--- src/rtl/rb_pkg.sv ---
package rb_pkg;
    localparam int CHAR_W  = 6;
    localparam int FRAME_W = CHAR_W + 3;
    localparam int LEFT_W  = $clog2(FRAME_W);

    typedef logic [CHAR_W-1:0] char_t;

    localparam char_t CODE_OPEN  = 6'b111110;
    localparam char_t CODE_CLOSE = 6'b111101;
    localparam char_t CODE_CR    = 6'b001101;

    // parity bit that makes the ones count over data + parity odd
    function automatic logic odd_bit(input char_t c);
        return ~^c;
    endfunction

    // line order, index 0 goes first: start, data LSB first, parity, stop
    function automatic logic [FRAME_W-1:0] build_frame(input char_t c);
        return {1'b1, odd_bit(c), c, 1'b0};
    endfunction
endpackage

--- src/rtl/rb_tick.sv ---
module rb_tick #(
    parameter int DIV = 4
) (
    input  logic clk,
    input  logic rst_n,
    output logic tick
);
    localparam int CW = (DIV > 1) ? $clog2(DIV) : 1;

    typedef struct packed {
        logic [CW-1:0] cnt;
        logic          pulse;
    } tick_st_t;

    tick_st_t st_d, st_q;

    always_comb begin
        st_d       = st_q;
        st_d.pulse = 1'b0;
        if (st_q.cnt == CW'(DIV - 1)) begin
            st_d.cnt   = '0;
            st_d.pulse = 1'b1;
        end else begin
            st_d.cnt = st_q.cnt + 1'b1;
        end
    end

    always_ff @(posedge clk or negedge rst_n) begin
        if (!rst_n) st_q <= '0;
        else        st_q <= st_d;
    end

    assign tick = st_q.pulse;

    generate
        if (DIV > 1) begin : g_chk
            AST_TICK_SINGLE: assert property (@(posedge clk) disable iff (!rst_n)
                st_q.pulse |=> !st_q.pulse);
        end
    endgenerate
endmodule

--- src/rtl/rb_char_fifo.sv ---
module rb_char_fifo #(
    parameter int DEPTH = 3,
    parameter int W     = 6
) (
    input  logic         clk,
    input  logic         rst_n,
    input  logic         push,
    input  logic [W-1:0] push_data,
    input  logic         pop,
    output logic [W-1:0] head,
    output logic         empty,
    output logic         full
);
    localparam int CNT_W = $clog2(DEPTH + 1);

    typedef struct packed {
        logic [DEPTH-1:0][W-1:0] slot;
        logic [CNT_W-1:0]        cnt;
    } fifo_st_t;

    fifo_st_t st_d, st_q;
    logic pop_ok, push_ok;
    logic [CNT_W-1:0] wr_at;

    assign empty = (st_q.cnt == '0);
    assign full  = (st_q.cnt == CNT_W'(DEPTH));
    assign head  = st_q.slot[0];

    always_comb begin
        st_d    = st_q;
        pop_ok  = pop && !empty;
        push_ok = push && (!full || pop_ok);
        wr_at   = st_q.cnt - CNT_W'(pop_ok);
        if (pop_ok) begin
            for (int i = 0; i < DEPTH - 1; i++) begin
                st_d.slot[i] = st_q.slot[i+1];
            end
            st_d.slot[DEPTH-1] = '0;
        end
        for (int i = 0; i < DEPTH; i++) begin
            if (push_ok && (wr_at == CNT_W'(i))) st_d.slot[i] = push_data;
        end
        st_d.cnt = st_q.cnt + CNT_W'(push_ok) - CNT_W'(pop_ok);
    end

    always_ff @(posedge clk or negedge rst_n) begin
        if (!rst_n) st_q <= '0;
        else        st_q <= st_d;
    end

    AST_NO_OVERFLOW: assert property (@(posedge clk) disable iff (!rst_n)
        push |-> (!full || pop));
    AST_NO_UNDERFLOW: assert property (@(posedge clk) disable iff (!rst_n)
        pop |-> !empty);
endmodule

--- src/rtl/rb_tx_path.sv ---
module rb_tx_path
    import rb_pkg::*;
#(
    parameter int DEPTH = 3
) (
    input  logic clk,
    input  logic rst_n,
    input  logic line_tick,
    input  logic bit_in,
    input  logic bit_valid,
    output logic ready,
    output logic line_out,
    output logic cr_seen
);
    localparam int PK_W = $clog2(CHAR_W);

    typedef struct packed {
        char_t                pk_sh;
        logic [PK_W-1:0]      pk_cnt;
        logic [FRAME_W-2:0]   sh;
        logic [LEFT_W-1:0]    left;
        logic                 open;
        logic                 line;
        logic                 cr;
    } tx_st_t;

    tx_st_t st_d, st_q;
    logic push, pop, empty, full;
    char_t push_data, head;
    logic [FRAME_W-1:0] frame;
    logic load;

    rb_char_fifo #(.DEPTH(DEPTH), .W(CHAR_W)) u_buf (
        .clk(clk), .rst_n(rst_n), .push(push), .push_data(push_data),
        .pop(pop), .head(head), .empty(empty), .full(full)
    );

    assign ready = !full;

    always_comb begin
        st_d   = st_q;
        st_d.cr = 1'b0;
        push   = 1'b0;
        pop    = 1'b0;
        load   = 1'b0;
        frame  = '1;
        // fast side: pack six bits, bit 0 first
        if (bit_valid && !full) begin
            st_d.pk_sh = {bit_in, st_q.pk_sh[CHAR_W-1:1]};
            if (st_q.pk_cnt == PK_W'(CHAR_W - 1)) begin
                st_d.pk_cnt = '0;
                push        = 1'b1;
            end else begin
                st_d.pk_cnt = st_q.pk_cnt + 1'b1;
            end
        end
        push_data = st_d.pk_sh;
        // line side: one bit per tick
        if (line_tick) begin
            if (st_q.left != '0) begin
                st_d.line = st_q.sh[0];
                st_d.sh   = st_q.sh >> 1;
                st_d.left = st_q.left - 1'b1;
            end else begin
                if (!st_q.open) begin
                    if (!empty) begin
                        frame     = build_frame(CODE_OPEN);
                        st_d.open = 1'b1;
                        load      = 1'b1;
                    end
                end else if (!empty) begin
                    frame   = build_frame(head);
                    pop     = 1'b1;
                    load    = 1'b1;
                    st_d.cr = (head == CODE_CR);
                end else begin
                    frame     = build_frame(CODE_CLOSE);
                    st_d.open = 1'b0;
                    load      = 1'b1;
                end
                if (load) begin
                    st_d.line = frame[0];
                    st_d.sh   = frame[FRAME_W-1:1];
                    st_d.left = LEFT_W'(FRAME_W - 1);
                end else begin
                    st_d.line = 1'b1;
                end
            end
        end
    end

    always_ff @(posedge clk or negedge rst_n) begin
        if (!rst_n) begin
            st_q      <= '0;
            st_q.line <= 1'b1;
        end else begin
            st_q <= st_d;
        end
    end

    assign line_out = st_q.line;
    assign cr_seen  = st_q.cr;

    AST_MARK_AT_BOUNDARY: assert property (@(posedge clk) disable iff (!rst_n)
        (st_q.left == '0) |-> st_q.line);
    AST_BIT_HOLD: assert property (@(posedge clk) disable iff (!rst_n)
        !line_tick |=> $stable(st_q.line));
    AST_HOLD_OFF: assert property (@(posedge clk) disable iff (!rst_n)
        (bit_valid && !ready) |=> $stable(st_q.pk_cnt));
    AST_CR_AT_TICK: assert property (@(posedge clk) disable iff (!rst_n)
        st_q.cr |-> $past(line_tick));
endmodule

--- src/rtl/rb_rx_path.sv ---
module rb_rx_path
    import rb_pkg::*;
#(
    parameter int DEPTH = 3
) (
    input  logic clk,
    input  logic rst_n,
    input  logic line_tick,
    input  logic fast_tick,
    input  logic line_in,
    output logic bit_out,
    output logic bit_valid,
    output logic parity_err,
    output logic cr_seen
);
    localparam int SH_W = FRAME_W - 2;
    localparam int UP_W = $clog2(CHAR_W);

    typedef struct packed {
        logic               busy;
        logic [2:0]         cnt;
        logic [SH_W-1:0]    sh;
        logic               open;
        logic               perr;
        logic               cr;
        char_t              up_sh;
        logic [UP_W-1:0]    up_left;
        logic               out;
        logic               vld;
    } rx_st_t;

    rx_st_t st_d, st_q;
    logic push, pop, empty, full;
    char_t head, data;
    logic [SH_W-1:0] got;

    rb_char_fifo #(.DEPTH(DEPTH), .W(CHAR_W)) u_buf (
        .clk(clk), .rst_n(rst_n), .push(push), .push_data(data),
        .pop(pop), .head(head), .empty(empty), .full(full)
    );

    always_comb begin
        st_d     = st_q;
        st_d.cr  = 1'b0;
        st_d.vld = 1'b0;
        push     = 1'b0;
        pop      = 1'b0;
        got      = {line_in, st_q.sh[SH_W-1:1]};
        data     = got[CHAR_W-1:0];
        // line side: one sample per tick, data then parity
        if (line_tick) begin
            if (!st_q.busy) begin
                if (!line_in) begin
                    st_d.busy = 1'b1;
                    st_d.cnt  = '0;
                end
            end else begin
                st_d.sh = got;
                if (st_q.cnt == 3'(SH_W - 1)) begin
                    st_d.busy = 1'b0;
                    if (!(^got)) st_d.perr = 1'b1;
                    if (data == CODE_CR) st_d.cr = 1'b1;
                    if (data == CODE_OPEN)       st_d.open = 1'b1;
                    else if (data == CODE_CLOSE) st_d.open = 1'b0;
                    else if (st_q.open && !full) push = 1'b1;
                end else begin
                    st_d.cnt = st_q.cnt + 1'b1;
                end
            end
        end
        // fast side: unpack bit 0 first
        if (fast_tick) begin
            if (st_q.up_left != '0) begin
                st_d.out     = st_q.up_sh[0];
                st_d.up_sh   = st_q.up_sh >> 1;
                st_d.up_left = st_q.up_left - 1'b1;
                st_d.vld     = 1'b1;
            end else if (!empty) begin
                pop          = 1'b1;
                st_d.out     = head[0];
                st_d.up_sh   = head >> 1;
                st_d.up_left = UP_W'(CHAR_W - 1);
                st_d.vld     = 1'b1;
            end
        end
    end

    always_ff @(posedge clk or negedge rst_n) begin
        if (!rst_n) st_q <= '0;
        else        st_q <= st_d;
    end

    assign bit_out    = st_q.out;
    assign bit_valid  = st_q.vld;
    assign parity_err = st_q.perr;
    assign cr_seen    = st_q.cr;

    AST_ERR_STICKY: assert property (@(posedge clk) disable iff (!rst_n)
        st_q.perr |=> st_q.perr);
    AST_VALID_AFTER_TICK: assert property (@(posedge clk) disable iff (!rst_n)
        st_q.vld |-> $past(fast_tick));
    AST_RX_CR_AT_TICK: assert property (@(posedge clk) disable iff (!rst_n)
        st_q.cr |-> $past(line_tick));
    AST_STORE_IN_MSG: assert property (@(posedge clk) disable iff (!rst_n)
        push |-> st_q.open);
endmodule

--- src/rtl/serial_rate_buffer.sv ---
module serial_rate_buffer #(
    parameter int LINE_DIV = 41667,
    parameter int FAST_DIV = 172,
    parameter int DEPTH    = 3
) (
    input  logic clk,
    input  logic rst_n,
    input  logic tx_bit_in,
    input  logic tx_bit_valid,
    output logic tx_ready,
    output logic line_tx,
    input  logic line_rx,
    output logic rx_bit_out,
    output logic rx_bit_valid,
    output logic tx_cr_seen,
    output logic rx_cr_seen,
    output logic rx_parity_err
);
    logic line_tick, fast_tick;

    rb_tick #(.DIV(LINE_DIV)) u_line_tick (
        .clk(clk), .rst_n(rst_n), .tick(line_tick)
    );

    rb_tick #(.DIV(FAST_DIV)) u_fast_tick (
        .clk(clk), .rst_n(rst_n), .tick(fast_tick)
    );

    rb_tx_path #(.DEPTH(DEPTH)) u_tx (
        .clk(clk), .rst_n(rst_n), .line_tick(line_tick),
        .bit_in(tx_bit_in), .bit_valid(tx_bit_valid), .ready(tx_ready),
        .line_out(line_tx), .cr_seen(tx_cr_seen)
    );

    rb_rx_path #(.DEPTH(DEPTH)) u_rx (
        .clk(clk), .rst_n(rst_n), .line_tick(line_tick), .fast_tick(fast_tick),
        .line_in(line_rx), .bit_out(rx_bit_out), .bit_valid(rx_bit_valid),
        .parity_err(rx_parity_err), .cr_seen(rx_cr_seen)
    );
endmodule

--- config.mk ---
export PLATFORM = sky130hd
export DESIGN_NAME = serial_rate_buffer
export DESIGN_NICKNAME = d
export VERILOG_FILES = /design/src/rtl/rb_pkg.sv /design/src/rtl/rb_tick.sv /design/src/rtl/rb_char_fifo.sv /design/src/rtl/rb_tx_path.sv /design/src/rtl/rb_rx_path.sv /design/src/rtl/serial_rate_buffer.sv
export SDC_FILE = /design/constraint.sdc
export NUM_CORES = 1
export LEC_CHECK = 0
export BUFFER_PORTS_ARGS = -buffer_cell sky130_fd_sc_hd__buf_4
export CAP_MARGIN = 30
export CORE_UTILIZATION = 60
export CTS_CLUSTER_SIZE = 10
export DETAILED_ROUTE_END_ITERATION = 7
export PLACE_DENSITY = 0.8
export SLEW_MARGIN = 10
export SYNTH_ARGS = -nofsm -noshare
export SYNTH_HDL_FRONTEND = slang
export SYNTH_SLANG_ARGS = --single-unit
--- constraint.sdc ---
create_clock -name clk -period 4.34 [get_ports clk]
set_clock_uncertainty 0.05 [all_clocks]
set_input_delay 0.651 -clock clk [delete_from_list [all_inputs] [get_ports clk]]
set_output_delay 0.651 -clock clk [all_outputs]
set_load 0.05 [all_outputs]
==> impl_metrics.py <==
metrics = {
    "route": {
        "vias": 3572,
        "drtPass1Iterations": 4,
        "via_per_inst": 5.81,
        "drt-initial-drc-count": 156,
        "drc_errors": 0,
        "routed_wirelength_um": 9940,
        "antenna_left": 0,
        "wl_per_cell_um": 16.2,
    },
    "critical_path": {
        "worstRegToRegCells": 9,
        "rrSetupSlack_ps": 1290,
        "rr_endpoint": "u_tx.u_buf.st_q[15]$_DFFE_PN0P_",
        "worstPathMaxFanout": 20,
        "r2r_start": "u_tx.st_q[4]$_DFFE_PN0P_",
        "end_kind": "flop",
        "critPathKind": "reg -> reg",
        "cp.arrival_ps": 3360,
        "cp-start-kind": "flop",
        "critPathCapture": "u_tx.u_buf.st_q[15]$_DFFE_PN0P_",
        "worstSetupStartpoint": "u_tx.st_q[4]$_DFFE_PN0P_",
        "required_ps": 4650,
    },
    "synthesis": {
        "synth_edf_count": 0,
        "ys_seq_area_share_pct": 53.4,
        "synth-main-ff-cell": "dfrtp_1",
        "yosys_warnings": 0,
        "netlist-cell-type-count": 46,
        "syn_area_per_cell_um2": 11.0,
        "syn_area_um2": 5300,
        "syn-instance-count": 480,
        "ys_async_sr_fraction_pct": 100,
        "synth.net_count": 504,
        "synth_seq_cells": 113,
    },
    "grt": {
        "track_usage_pct": 25.0,
        "grt_start_max_net_pins": 50,
        "grt_pass1_vias": 3717,
        "grt-ovfl-total": 0,
        "antenna_found_initial": 0,
        "grt_pass1_wl_um": 17300,
    },
    "timing": {
        "max_freq_mhz": 328,
        "period_share_pct": 70.3,
        "worst_pin_slew_ps": 926,
        "slew_violations": 0,
        "fin_tns_setup_ps": 0,
        "setup_viol": 0,
        "relSlewSlack_pct": 37.7,
        "finalCriticalPeriod_ps": 3050,
        "rsz0062_at_grt": "false",
        "hold_violations": 0,
    },
    "clock_network": {
        "cts_tree": "done",
        "cts_buffers": 17,
        "htreeDepth": 4,
        "cts_setup_buffers": 0,
        "clk_path_buf_depth": 2,
        "hold_buffers": 0,
        "clk_pin_slew_worst_paths_ps": 60,
        "insertion_delay_ps": 510,
        "root_buffer": "clkbuf_8",
        "cts_resized": 0,
        "clock_sinks": 113,
    },
    "place": {
        "place_area_um2": 5460,
        "hpwl_um": 6340,
        "routabilityCongestion": 0.747,
        "io_buffer_count": 11,
    },
    "layout": {
        "final_cell_mix": "dfrtp_1, mux2i_1, nand2_1",
        "area_growth_pct": 14.6,
        "nNetsFinal": 521,
        "insertedDiodeCount": 0,
        "layout-drive-gt1-share_pct": 11.2,
        "stdcell_area_um2": 6070,
        "fillerInstances": 580,
        "layout_commonest_cell": "dfrtp_1",
    },
    "pwr": {
        "power_leakage_uw": 0.00304,
        "peakVddDrop_v": 0.000386,
        "powerDensity_nw_per_um2": 505,
        "power_uw": 3060,
    },
    "floorplan": {
        "pin_count": 12,
        "core-area_um2": 8380,
        "start_util_pct": 63.2,
        "die_y_um": 96.0,
        "die_w_um": 96.0,
        "dieArea_um2": 9210,
        "row_count": 33,
    },
    "hold_path": {
        "hp-class": "in -> async",
    },
    "outcome": {
        "status": "complete, no violations",
    },
    "run": {
        "cap_violations": 0,
    },
}
==> cell usage after synthesis, types with 4 or more instances <==
cell | instances | share of area, %
a22o_1 | 4 | 0.66
a21oi_1 | 17 | 1.6
and3_1 | 6 | 0.71
o21ai_0 | 29 | 2.7
nand2b_1 | 6 | 0.71
ha_1 | 19 | 4.5
o22ai_1 | 9 | 1.1
buf_2 | 7 | 0.66
xor2_1 | 11 | 1.8
nor2_1 | 24 | 1.7
nand4_1 | 7 | 0.83
mux2i_1 | 63 | 12
nor3_1 | 5 | 0.47
inv_1 | 28 | 2.0
nand2_1 | 40 | 2.8
dfrtp_1 | 112 | 53
clkbuf_1 | 8 | 0.57
or3_1 | 6 | 0.71
nand3_1 | 24 | 2.3
xnor2_1 | 20 | 3.3
==> where the power goes <==
group	switching (µW)	internal, µW	total [µW]
sequential	88.3	1160	1250
combinational	215	165	379
clock	474	959	1430
==> sequential cells by signal, indices dropped and copies added, names as in the netlist, 6 cells and up <==
| register | cells |
|---|---|
| u_rx.data | 6 |
| u_tx.u_buf.st_q | 14 |
| u_tx.u_buf.head | 6 |
| u_fast_tick.st_q | 8 |
| u_tx.st_q | 22 |
| u_line_tick.st_q | 16 |
| u_rx.st_q | 13 |
| u_rx.u_buf.st_q | 14 |
| u_rx.u_buf.head | 6 |
==> layer usage <==
| layer | up-vias | part of all wire [%] | GRT usage (%) |
|---|---|---|---|
| met5 | - | 0 | 0 |
| met4 | 0 | 1.7 | 9.45 |
| met3 | 19 | 2.9 | 6.71 |
| met2 | 63 | 51 | 41.9 |
| met1 | 1779 | 44 | 31.1 |
| li1 | 1711 | - | - |
==> cells by family after synthesis <==
group / count (synthesis) / share of synthesized area [%]
adder cells (fa/ha/maj): 19 / 4.49
AND/OR/NAND/NOR: 141 / 14.2
multiplexers: 64 / 12.1
AO/OA/AOI/OAI: 66 / 7.11
buffers and inverters: 46 / 3.57
XOR/XNOR: 31 / 5.13
flip-flops: 113 / 53.4
==> cell type report <==
type | count | area, µm² | area share [%]
multi-input cells | 321 | 2280 | 37.5
repair buffers | 15 | 113 | 1.85
clock buffers | 22 | 453 | 7.46
flip-flops and latches | 113 | 2830 | 46.6
clock inverters | 10 | 158 | 2.60
well taps | 105 | 131 | 2.16
inverters | 29 | 109 | 1.79
==> worst max-delay path, cell delays in order, from the launching register on <==
cell	delay, ps
dfrtp_1	440
nor4_2	650
nand4_1	160
buf_4	260
inv_1	110
ha_1	160
xor2_1	300
nand4_1	410
nand3_1	240
o21ai_0	130
==> through the flow <==
stage	hold WS [ps]	utilization, %	setup slack, ps	std cells
after floorplan	305	-	1840	480
after global placement	400	65.2	1610	583
after CTS	117	72.4	1260	615
after global routing	156	72.4	949	615
after detailed placement	403	65.2	1440	583
final	110	72.4	1290	615
==> worst min-delay path by stage <==
stage | from | to | slack, ps | cells past startpoint
2_1_floorplan | rst_n | u_fast_tick.st_q[1]$_DFF_PN0_ | 310 | 0
3_3_place_gp | u_rx.parity_err$_DFFE_PN0P_ | u_rx.parity_err$_DFFE_PN0P_ | 400 | 1
3_5_place_dp | u_rx.parity_err$_DFFE_PN0P_ | u_rx.parity_err$_DFFE_PN0P_ | 400 | 1
4_1_cts | rst_n | u_rx.bit_out$_DFFE_PN0P_ | 120 | 1
5_1_grt | rst_n | u_rx.bit_out$_DFFE_PN0P_ | 160 | 1
6_report | rst_n | u_rx.bit_out$_DFFE_PN0P_ | 110 | 1
Note: power is estimated with default switching activity, not from simulation.
